$ cat config.mk
export PLATFORM = sky130hd
export DESIGN_NAME = bankrf_top
export DESIGN_NICKNAME = d
export VERILOG_FILES = /design/src/rtl/bankrf_pkg.sv /design/src/rtl/bankrf_ctrl.sv /design/src/rtl/bankrf_bank.sv /design/src/rtl/bankrf_top.sv
export SDC_FILE = /design/constraint.sdc
export NUM_CORES = 2
export LEC_CHECK = 0
export BUFFER_PORTS_ARGS = -buffer_cell sky130_fd_sc_hd__buf_2
export CAP_MARGIN = 20
export CORE_MARGIN = 5
export CORE_UTILIZATION = 65
export CTS_CLUSTER_SIZE = 30
export DETAILED_ROUTE_END_ITERATION = 8
export GPL_TIMING_DRIVEN = 0
export PLACE_DENSITY = 0.82
export SYNTH_ARGS = -nofsm -noshare
export SYNTH_HDL_FRONTEND = slang
export SYNTH_SLANG_ARGS = --single-unit
$ cat constraint.sdc
create_clock -name clk -period 6.51 [get_ports clk]
set_input_delay 1.302 -clock clk [delete_from_list [all_inputs] [get_ports clk]]
set_output_delay 1.302 -clock clk [all_outputs]
set_load 0.02 [all_outputs]
$ cat src/rtl/bankrf_pkg.sv
package bankrf_pkg;

  // true when a register number lies inside a bank of the given size
  function automatic logic addr_in_range(int unsigned addr, int unsigned depth);
    return addr < depth;
  endfunction

  // true when a bank number names a task bank (never the interrupt bank)
  function automatic logic task_id_ok(int unsigned id, int unsigned nbanks);
    return id < (nbanks - 1);
  endfunction

endpackage

$ cat src/rtl/bankrf_ctrl.sv
module bankrf_ctrl
  import bankrf_pkg::*;
#(
  parameter int unsigned NUM_BANKS = 5,
  parameter int unsigned BW        = 3
) (
  input  logic          clk,
  input  logic          rst_n,
  input  logic          sel_wr,
  input  logic [BW-1:0] sel_id,
  input  logic          irq_enter,
  input  logic          irq_exit,
  output logic [BW-1:0] act_bank,
  output logic          irq_on
);
  localparam logic [BW-1:0] IRQ_ID = BW'(NUM_BANKS - 1);

  logic [BW-1:0] task_sel_q;
  logic          irq_q;

  // named events for the assertions
  logic sel_take, enter_ev, exit_ev;
  assign sel_take = sel_wr && !irq_q && task_id_ok(32'(sel_id), NUM_BANKS);
  assign enter_ev = irq_enter && !irq_q;
  assign exit_ev  = irq_exit && irq_q;

  always_ff @(posedge clk or negedge rst_n) begin
    if (!rst_n) begin
      task_sel_q <= '0;
      irq_q      <= 1'b0;
    end else begin
      if (sel_take) task_sel_q <= sel_id;
      if (enter_ev)     irq_q <= 1'b1;
      else if (exit_ev) irq_q <= 1'b0;
    end
  end

  assign act_bank = irq_q ? IRQ_ID : task_sel_q;
  assign irq_on   = irq_q;

  p_enter_r6: assert property (@(posedge clk) disable iff (!rst_n)
    enter_ev |=> (irq_on && act_bank == IRQ_ID));

  p_exit_r7: assert property (@(posedge clk) disable iff (!rst_n)
    exit_ev |=> (!irq_on && act_bank == $past(task_sel_q)));

  p_bad_sel_r5: assert property (@(posedge clk) disable iff (!rst_n)
    (sel_wr && !task_id_ok(32'(sel_id), NUM_BANKS)) |=> $stable(task_sel_q));

  p_irq_sel_r8: assert property (@(posedge clk) disable iff (!rst_n)
    (irq_q && sel_wr) |=> $stable(task_sel_q));

  p_task_range_r4: assert property (@(posedge clk) disable iff (!rst_n)
    !irq_on |-> (act_bank < IRQ_ID));

endmodule

$ cat src/rtl/bankrf_bank.sv
module bankrf_bank
  import bankrf_pkg::*;
#(
  parameter int unsigned DEPTH = 32,
  parameter int unsigned AW    = 5,
  parameter int unsigned DW    = 8,
  localparam int unsigned IW   = $clog2(DEPTH)
) (
  input  logic          clk,
  input  logic          rst_n,
  input  logic          we,
  input  logic [AW-1:0] waddr,
  input  logic [DW-1:0] wdata,
  input  logic [AW-1:0] raddr_a,
  input  logic [AW-1:0] raddr_b,
  output logic [DW-1:0] rdata_a,
  output logic [DW-1:0] rdata_b
);
  logic [DW-1:0] regs_q [DEPTH];
  logic          wr_hit;

  assign wr_hit = we && addr_in_range(32'(waddr), DEPTH);

  always_ff @(posedge clk or negedge rst_n) begin
    if (!rst_n) begin
      for (int i = 0; i < int'(DEPTH); i++) regs_q[i] <= '0;
    end else if (wr_hit) begin
      regs_q[waddr[IW-1:0]] <= wdata;
    end
  end

  assign rdata_a = addr_in_range(32'(raddr_a), DEPTH) ? regs_q[raddr_a[IW-1:0]] : '0;
  assign rdata_b = addr_in_range(32'(raddr_b), DEPTH) ? regs_q[raddr_b[IW-1:0]] : '0;

endmodule

$ cat src/rtl/bankrf_top.sv
module bankrf_top
  import bankrf_pkg::*;
#(
  parameter int unsigned NUM_BANKS = 5,
  parameter int unsigned REGS      = 32,
  parameter int unsigned IRQ_REGS  = 8,
  parameter int unsigned DW        = 8,
  localparam int unsigned AW       = $clog2(REGS),
  localparam int unsigned BW       = $clog2(NUM_BANKS)
) (
  input  logic          clk,
  input  logic          rst_n,
  input  logic [AW-1:0] rd_addr_a,
  output logic [DW-1:0] rd_data_a,
  input  logic [AW-1:0] rd_addr_b,
  output logic [DW-1:0] rd_data_b,
  input  logic          wr_en,
  input  logic [AW-1:0] wr_addr,
  input  logic [DW-1:0] wr_data,
  input  logic          sel_wr,
  input  logic [BW-1:0] sel_id,
  input  logic          irq_enter,
  input  logic          irq_exit,
  output logic [BW-1:0] cur_bank,
  output logic          irq_active
);
  localparam int unsigned IRQ_ID = NUM_BANKS - 1;

  logic [BW-1:0]        act_bank;
  logic                 irq_on;
  logic [NUM_BANKS-1:0] bank_we;
  logic [DW-1:0]        bank_rd_a [NUM_BANKS];
  logic [DW-1:0]        bank_rd_b [NUM_BANKS];

  bankrf_ctrl #(.NUM_BANKS(NUM_BANKS), .BW(BW)) u_ctrl (
    .clk       (clk),
    .rst_n     (rst_n),
    .sel_wr    (sel_wr),
    .sel_id    (sel_id),
    .irq_enter (irq_enter),
    .irq_exit  (irq_exit),
    .act_bank  (act_bank),
    .irq_on    (irq_on)
  );

  for (genvar g = 0; g < int'(NUM_BANKS); g++) begin : g_bank
    localparam int unsigned DEP = (32'(g) == IRQ_ID) ? IRQ_REGS : REGS;
    // write demultiplexer: only the active bank sees the strobe
    assign bank_we[g] = wr_en && (act_bank == BW'(g));
    bankrf_bank #(.DEPTH(DEP), .AW(AW), .DW(DW)) u_bank (
      .clk     (clk),
      .rst_n   (rst_n),
      .we      (bank_we[g]),
      .waddr   (wr_addr),
      .wdata   (wr_data),
      .raddr_a (rd_addr_a),
      .raddr_b (rd_addr_b),
      .rdata_a (bank_rd_a[g]),
      .rdata_b (bank_rd_b[g])
    );
  end

  // read multiplexer
  always_comb begin
    rd_data_a = '0;
    rd_data_b = '0;
    for (int b = 0; b < int'(NUM_BANKS); b++) begin
      if (act_bank == BW'(b)) begin
        rd_data_a = bank_rd_a[b];
        rd_data_b = bank_rd_b[b];
      end
    end
  end

  assign cur_bank   = act_bank;
  assign irq_active = irq_on;

  p_one_bank_we_r3: assert property (@(posedge clk) disable iff (!rst_n)
    $onehot0(bank_we));

  p_we_routed_r2: assert property (@(posedge clk) disable iff (!rst_n)
    wr_en |-> ($countones(bank_we) == 1));

  p_irq_oor_read_r9: assert property (@(posedge clk) disable iff (!rst_n)
    (irq_active && 32'(rd_addr_a) >= IRQ_REGS) |-> (rd_data_a == '0));

endmodule

* Yosys cells after proc, flatten, opt, wreduce, memory -nomap -nowiden
Index checks and enable logic that the tools add are counted.
Storage, ports and cells: register bits 1092, input port bits 32, output and inout bits 20, word-level logic and storage cells 229
Cells by class: $lt $le $gt $ge 12, equality and inequality tests 4, mux-type cells 54, bitwise gates (word level) 6, reductions and logical operators 15
Operators by type and width (number):
- bitwise mux 256 bit | 4
- binary-select mux 8 bit (select 5 bit) | 8
- 2-to-1 mux 8 bit | 34
- bitwise mux 64 bit | 1
- binary-select mux 8 bit (select 3 bit) | 2
- demux 8 bit (select 5 bit) | 1
- demux 8 bit (select 3 bit) | 1
- >= comparator 6 bit (second input constant) | 3
- inverter 5 -> 6 bit | 3
- < comparator 5 x 4 -> 1 bit (second input constant) | 3
- >= comparator 4 bit (second input constant) | 3
- logical AND 1 bit | 12
- inverter 3 -> 4 bit | 3
- equality test 3 x 2 -> 1 bit (second input constant) | 2
- < comparator 6 x 1 -> 1 bit (second input constant) | 1
- < comparator 4 x 1 -> 1 bit (second input constant) | 1
- equality test 3 x 1 -> 1 bit (second input constant) | 1
- equality test 3 bit (second input constant) | 1
- zero test 3 bit | 1
- < comparator 3 bit (second input constant) | 1
- 2-to-1 mux 3 bit | 1
- 2-to-1 mux 1 bit | 2
- nonzero test 2 bit | 1
- zero test 1 bit | 1

* Logic depth before layout (Yosys ltp)
depth in word-level cells 9, depth in mapped cells 12, depth with buffers taken out 6

* Hierarchy
From an unflattened synthesis, not the netlist that was laid out.
Second synthesis, totals: cell total of the unflattened synthesis 3631, area, all modules 59112.9 um2
By module, submodules not included:
- bankrf_bank (g_bank[0].u_bank ...) | times used 4, cells an instance 806, area an instance 13643.1 um2, sequential area each 6406.1 um2
- bankrf_bank (g_bank[4].u_bank) | times used 1, cells an instance 284, area an instance 3562.2 um2, sequential area each 1601.5 um2
- bankrf_top | times used 1, cells an instance 110, area an instance 802.0 um2, sequential area each 0.0 um2
- bankrf_ctrl | times used 1, cells an instance 13, area an instance 176.4 um2, sequential area each 100.1 um2

* Worst setup path after synthesis
Ideal clock, no wire load.
kind input to output, start point input rd_addr_a[1], end point output rd_data_a[2], arrival 3.630 ns, data required time 5.208 ns, slack 1.578 ns, stages 8, buffers on the path 3, path through buf_2 -> buf_2 -> clkbuf_1 -> mux4_2 -> mux4_2 -> mux2i_1 -> o22ai_1 -> or3_1
On the way: word-level cells in the longest chain between the ends 9, elaborated cells between the ends (all ways) 24, those cells by class 1 x order compare; 21 x mux; 2 x bitwise
Ends and longest elaborated chain:
- from (decl) | RTL line bankrf_top.sv:13 | input logic [AW-1:0] rd_addr_a,
- inverter 5 -> 6 bit (not written as such) | RTL line bankrf_bank.sv:32 | assign rdata_a = addr_in_range(32'(raddr_a), DEPTH) ? regs_q[raddr_a[IW-1:0]] : '0;
- binary-select mux 8 bit (select 5 bit) | RTL line bankrf_bank.sv:32
- 2-to-1 mux 8 bit (not written as such) (2 in a row) | RTL line bankrf_bank.sv:32
- 2-to-1 mux 8 bit (4 in a row) | RTL line bankrf_top.sv:68 | if (act_bank == BW'(b)) begin
- 2-to-1 mux 8 bit (*) | RTL line bankrf_top.sv:68
- to (decl) | RTL line bankrf_top.sv:14 | output logic [DW-1:0] rd_data_a,
Every way passes the cells marked *; elsewhere a longest branch is shown, timed or not. The select of a mux whose other input is x is not followed.

* Worst setup path after layout
start point input rd_addr_b[3], end point output rd_data_b[6]
On the way: word-level cells in the longest chain between the ends 9, elaborated cells between the ends (all ways) 20, those cells by class 1 x order compare; 18 x mux; 1 x bitwise
Ends and longest elaborated chain:
- from (decl) | RTL line bankrf_top.sv:15 | input logic [AW-1:0] rd_addr_b,
- inverter 5 -> 6 bit (not written as such) | RTL line bankrf_bank.sv:33 | assign rdata_b = addr_in_range(32'(raddr_b), DEPTH) ? regs_q[raddr_b[IW-1:0]] : '0;
- binary-select mux 8 bit (select 5 bit) | RTL line bankrf_bank.sv:33
- 2-to-1 mux 8 bit (not written as such) (2 in a row) | RTL line bankrf_bank.sv:33
- 2-to-1 mux 8 bit (4 in a row) | RTL line bankrf_top.sv:68
- 2-to-1 mux 8 bit (*) | RTL line bankrf_top.sv:68
- to (decl) | RTL line bankrf_top.sv:16 | output logic [DW-1:0] rd_data_b,
Marked as above.

==> reports/metrics.cfg <==
[setup_path]
end_kind = primary output
reg2reg_depth = 7
reg2reg_to = g_bank[3].u_bank.regs_q[212]
critPathArrivalTime_ps = 5540
critPathKind = primary input to primary output
required_ps = 5210
r2r_slack_ps = 2880
cp-start-kind = primary input
r2r_start = u_ctrl.task_sel_q[1]
crit_fanout = 10

[die]
ios = 52
design.core.area_um2 = 89900
start_util_pct = 65.4
die_y_um = 311
dieArea_um2 = 96500
core.rowCount = 110
die_w_um = 311

[placement]
routabilityCongestion = 1.10
dp_cells = 5031
hpwlAfterDp_um = 178000
place.port_buffers = 33

[synthesis]
synthArstFlopShare_pct = 100
synthFlopType = dfrtp_1
synth_edf_count = 0
synthCells = 3771
synth_top_area_share_pct = 46.5
synth_top_cell_by_area = dfrtp_1
syn_avg_cell_area_um2 = 15.6
ys_warn_count = 0
ys_seq_area_share_pct = 46.5
yosys-top-cells-area = dfrtp_1 (47%), mux4_2 (22%), mux2_2 (21%)
synth.distinct_cells = 56
ys_ff_latch = 1092
syn_area_um2 = 58800
synth_nets = 3803

[power_and_ir_drop]
peakVddDrop_mv = 0.257
powerDensity_nw_per_um2 = 278
leakage_nw = 30.0

[global_route]
grt_max_degree = 171
grt_use_total_pct = 52.2
grt_pass1_wl_um = 345000
overflow = 0
antenna_found_initial = 20
met3_usage_pct = 26.3
use_met1_pct = 66.3
grtUsageMet2_pct = 69.6
grt_pass1_vias = 41900
top_usage_layer = met2

[cts]
clk_path_buf_depth = 3
path_clk_slew_ps = 60
post_cts_buffers = 0
cts_tree = yes
htree_levels = 3
cts-root-buf = clkbuf_16
cts_resized = 29
clk_latency_ps = 770
clock-sinks = 1092
postCtsHoldBufs = 0
numCtsBuffers = 115

[sta]
hold_slack_ps = 455
setup_slack_ps = -337
rsz0062_at_grt = no
setup_viol = 14
fin_crit_ps = 6850
tightest_slew_ps = 1330
slew_headroom_pct = 11.4
hold_viol = 0
slew_violations = 0
min_period_over_period_pct = 105
fmax_mhz = 146
fin_skew_ps = 23.1

[route]
drt_wl_total_um = 253000
vias = 42900
antenna_left = 0
route.detailed.drc = 0
drt-pass1-iter-count = 6
drt_iter0_drc = 7485
post_drt_via_cell_ratio = 8.15
wire_per_inst_um = 48.0

[outcome]
status = complete, but fails checks
violations = negative setup slack

[hold_path]
hold_path_class = primary input to asynchronous set/reset pin

[flow_run]
drv_cap = 0

[cells_and_area]
drive_gt1_share_pct = 52.4
nFillCells = 5719
fin_cells = 5265
synthToLayoutAreaGrowth_pct = 11.5
nets = 4005

-- state kept, by name (all words and copies together), names as in the netlist --
name and count:
g_bank.u_bank.regs_q 1088, u_ctrl.irq_on 1, u_ctrl.task_sel_q 3
-- worst max-delay path by stage --
| stage | start | endpoint | slack [ps] | cells past startpoint |
|---|---|---|---|---|
| global placement | rst_n | g_bank[3].u_bank.regs_q[194] | -19610 | 1 |
| detailed placement | rd_addr_a[1] | rd_data_a[1] | -620 | 13 |
| global route | rd_addr_b[1] | rd_data_b[1] | 0.006 | 10 |
| finish | rd_addr_b[3] | rd_data_b[6] | -340 | 10 |
| CTS | rd_addr_b[2] | rd_data_b[5] | 20 | 9 |
| floorplan | rd_addr_a[1] | rd_data_a[2] | 1580 | 8 |
-- worst max-delay path, cell delays in order --
cell and delay [ps]:
buf_2 190, buf_1 790, clkbuf_1 870, nor2_1 350, a22oi_1 240, a21oi_1 90
o21ai_0 640, o211ai_1 440, a41o_1 420, buf_2 190
-- metal layers --
metal | up-vias | routed length (um)
met1 | 22400 | 83800
li1 | 15200 | -
met5 | - | 68
met3 | 1169 | 42400
met2 | 4121 | 101000
met4 | 10 | 25000
-- report_power, final --
part           switching, mW  internal [mW]  total [mW]
sequential             0.500           7.42        7.92
clock                   3.00           4.09        7.09
combinational           1.78           1.39        3.17
-- synth_stat cells, types with 3 or more instances --
master and instances:
nand4_1 4, nand3b_1 3, nand3_1 21, o21ai_0 10, a221oi_1 12, a31o_2 3
buf_8 3, clkbuf_1 198, a2111oi_0 6, buf_6 11, a211o_1 4, a21oi_1 31
nand2_1 143, mux2_2 1097, mux2i_1 128, o22a_1 3, nor3_1 4, nor2_1 71
mux4_1 9, o22ai_1 12, nand2b_1 11, a31oi_1 3, a311oi_1 3, and3_1 8
buf_1 27, and2_1 9, nor3_2 28, dfrtp_1 1092, nor2b_1 27, or3_1 9
a22oi_1 76, buf_2 70, buf_4 20, a211oi_1 5, a22o_1 4, mux4_2 575
o211ai_1 4
-- layout by cell type (no fill, tap or decap), types with 21 or more instances in the layout --
master | synthesis | final
a21oi_1 | 31 | 31
a22oi_1 | 76 | 76
buf_2 | 70 | 88
buf_4 | 20 | 38
buf_8 | 3 | 33
clkbuf_1 | 198 | 195
clkbuf_16 | 0 | 116
clkbuf_2 | 0 | 21
clkbuf_8 | 0 | 29
clkinv_2 | 0 | 24
dfrtp_1 | 1092 | 1092
mux2_2 | 1097 | 1097
mux2i_1 | 128 | 128
mux4_2 | 575 | 575
nand2_1 | 143 | 143
nand3_1 | 21 | 21
nor2_1 | 71 | 71
nor2b_1 | 27 | 25
nor3_2 | 28 | 28
-- through the flow --
stage	TNS, ps	setup slack, ps	total power [mW]	cell area (um2)	utilization, %
after floorplan	0	1580	9.69	58800	-
after global placement	-	-19610	10.9	60400	67.2
after detailed placement	-3370	-622	11.0	61300	68.2
after CTS	0	15.2	17.9	65400	72.8
after global routing	0	0.00577	18.5	65500	72.9
final	-1740	-337	18.2	65500	72.9
-- logic make-up (layout without fill, tap and decap cells) --
| kind of cell | after synthesis | in the layout | share of synthesized area (%) |
|---|---|---|---|
| AO/OA/AOI/OAI | 191 | 191 | 2.33 |
| multiplexers | 1809 | 1809 | 45.6 |
| other | 0 | 18 | 0 |
| AND/OR/NAND/NOR | 347 | 347 | 2.93 |
| buffers and inverters | 332 | 632 | 2.60 |
| flip-flops | 1092 | 1092 | 46.5 |
-- cell type report --
cell class                      count  area [um2]  area share, %
Sequential cell                  1092       27300           41.7
Buffer                            328        1630           2.48
Antenna cell                       18        45.0         0.0687
Clock inverter                     52         664           1.01
Inverter                            3        12.5         0.0191
Clock buffer                      163        3370           5.14
Multi-Input combinational cell   2347       30000           45.7
Timing Repair Buffer               86        1040           1.59
Tap cell                         1176        1470           2.25
Power figures use the tool's default switching activity.
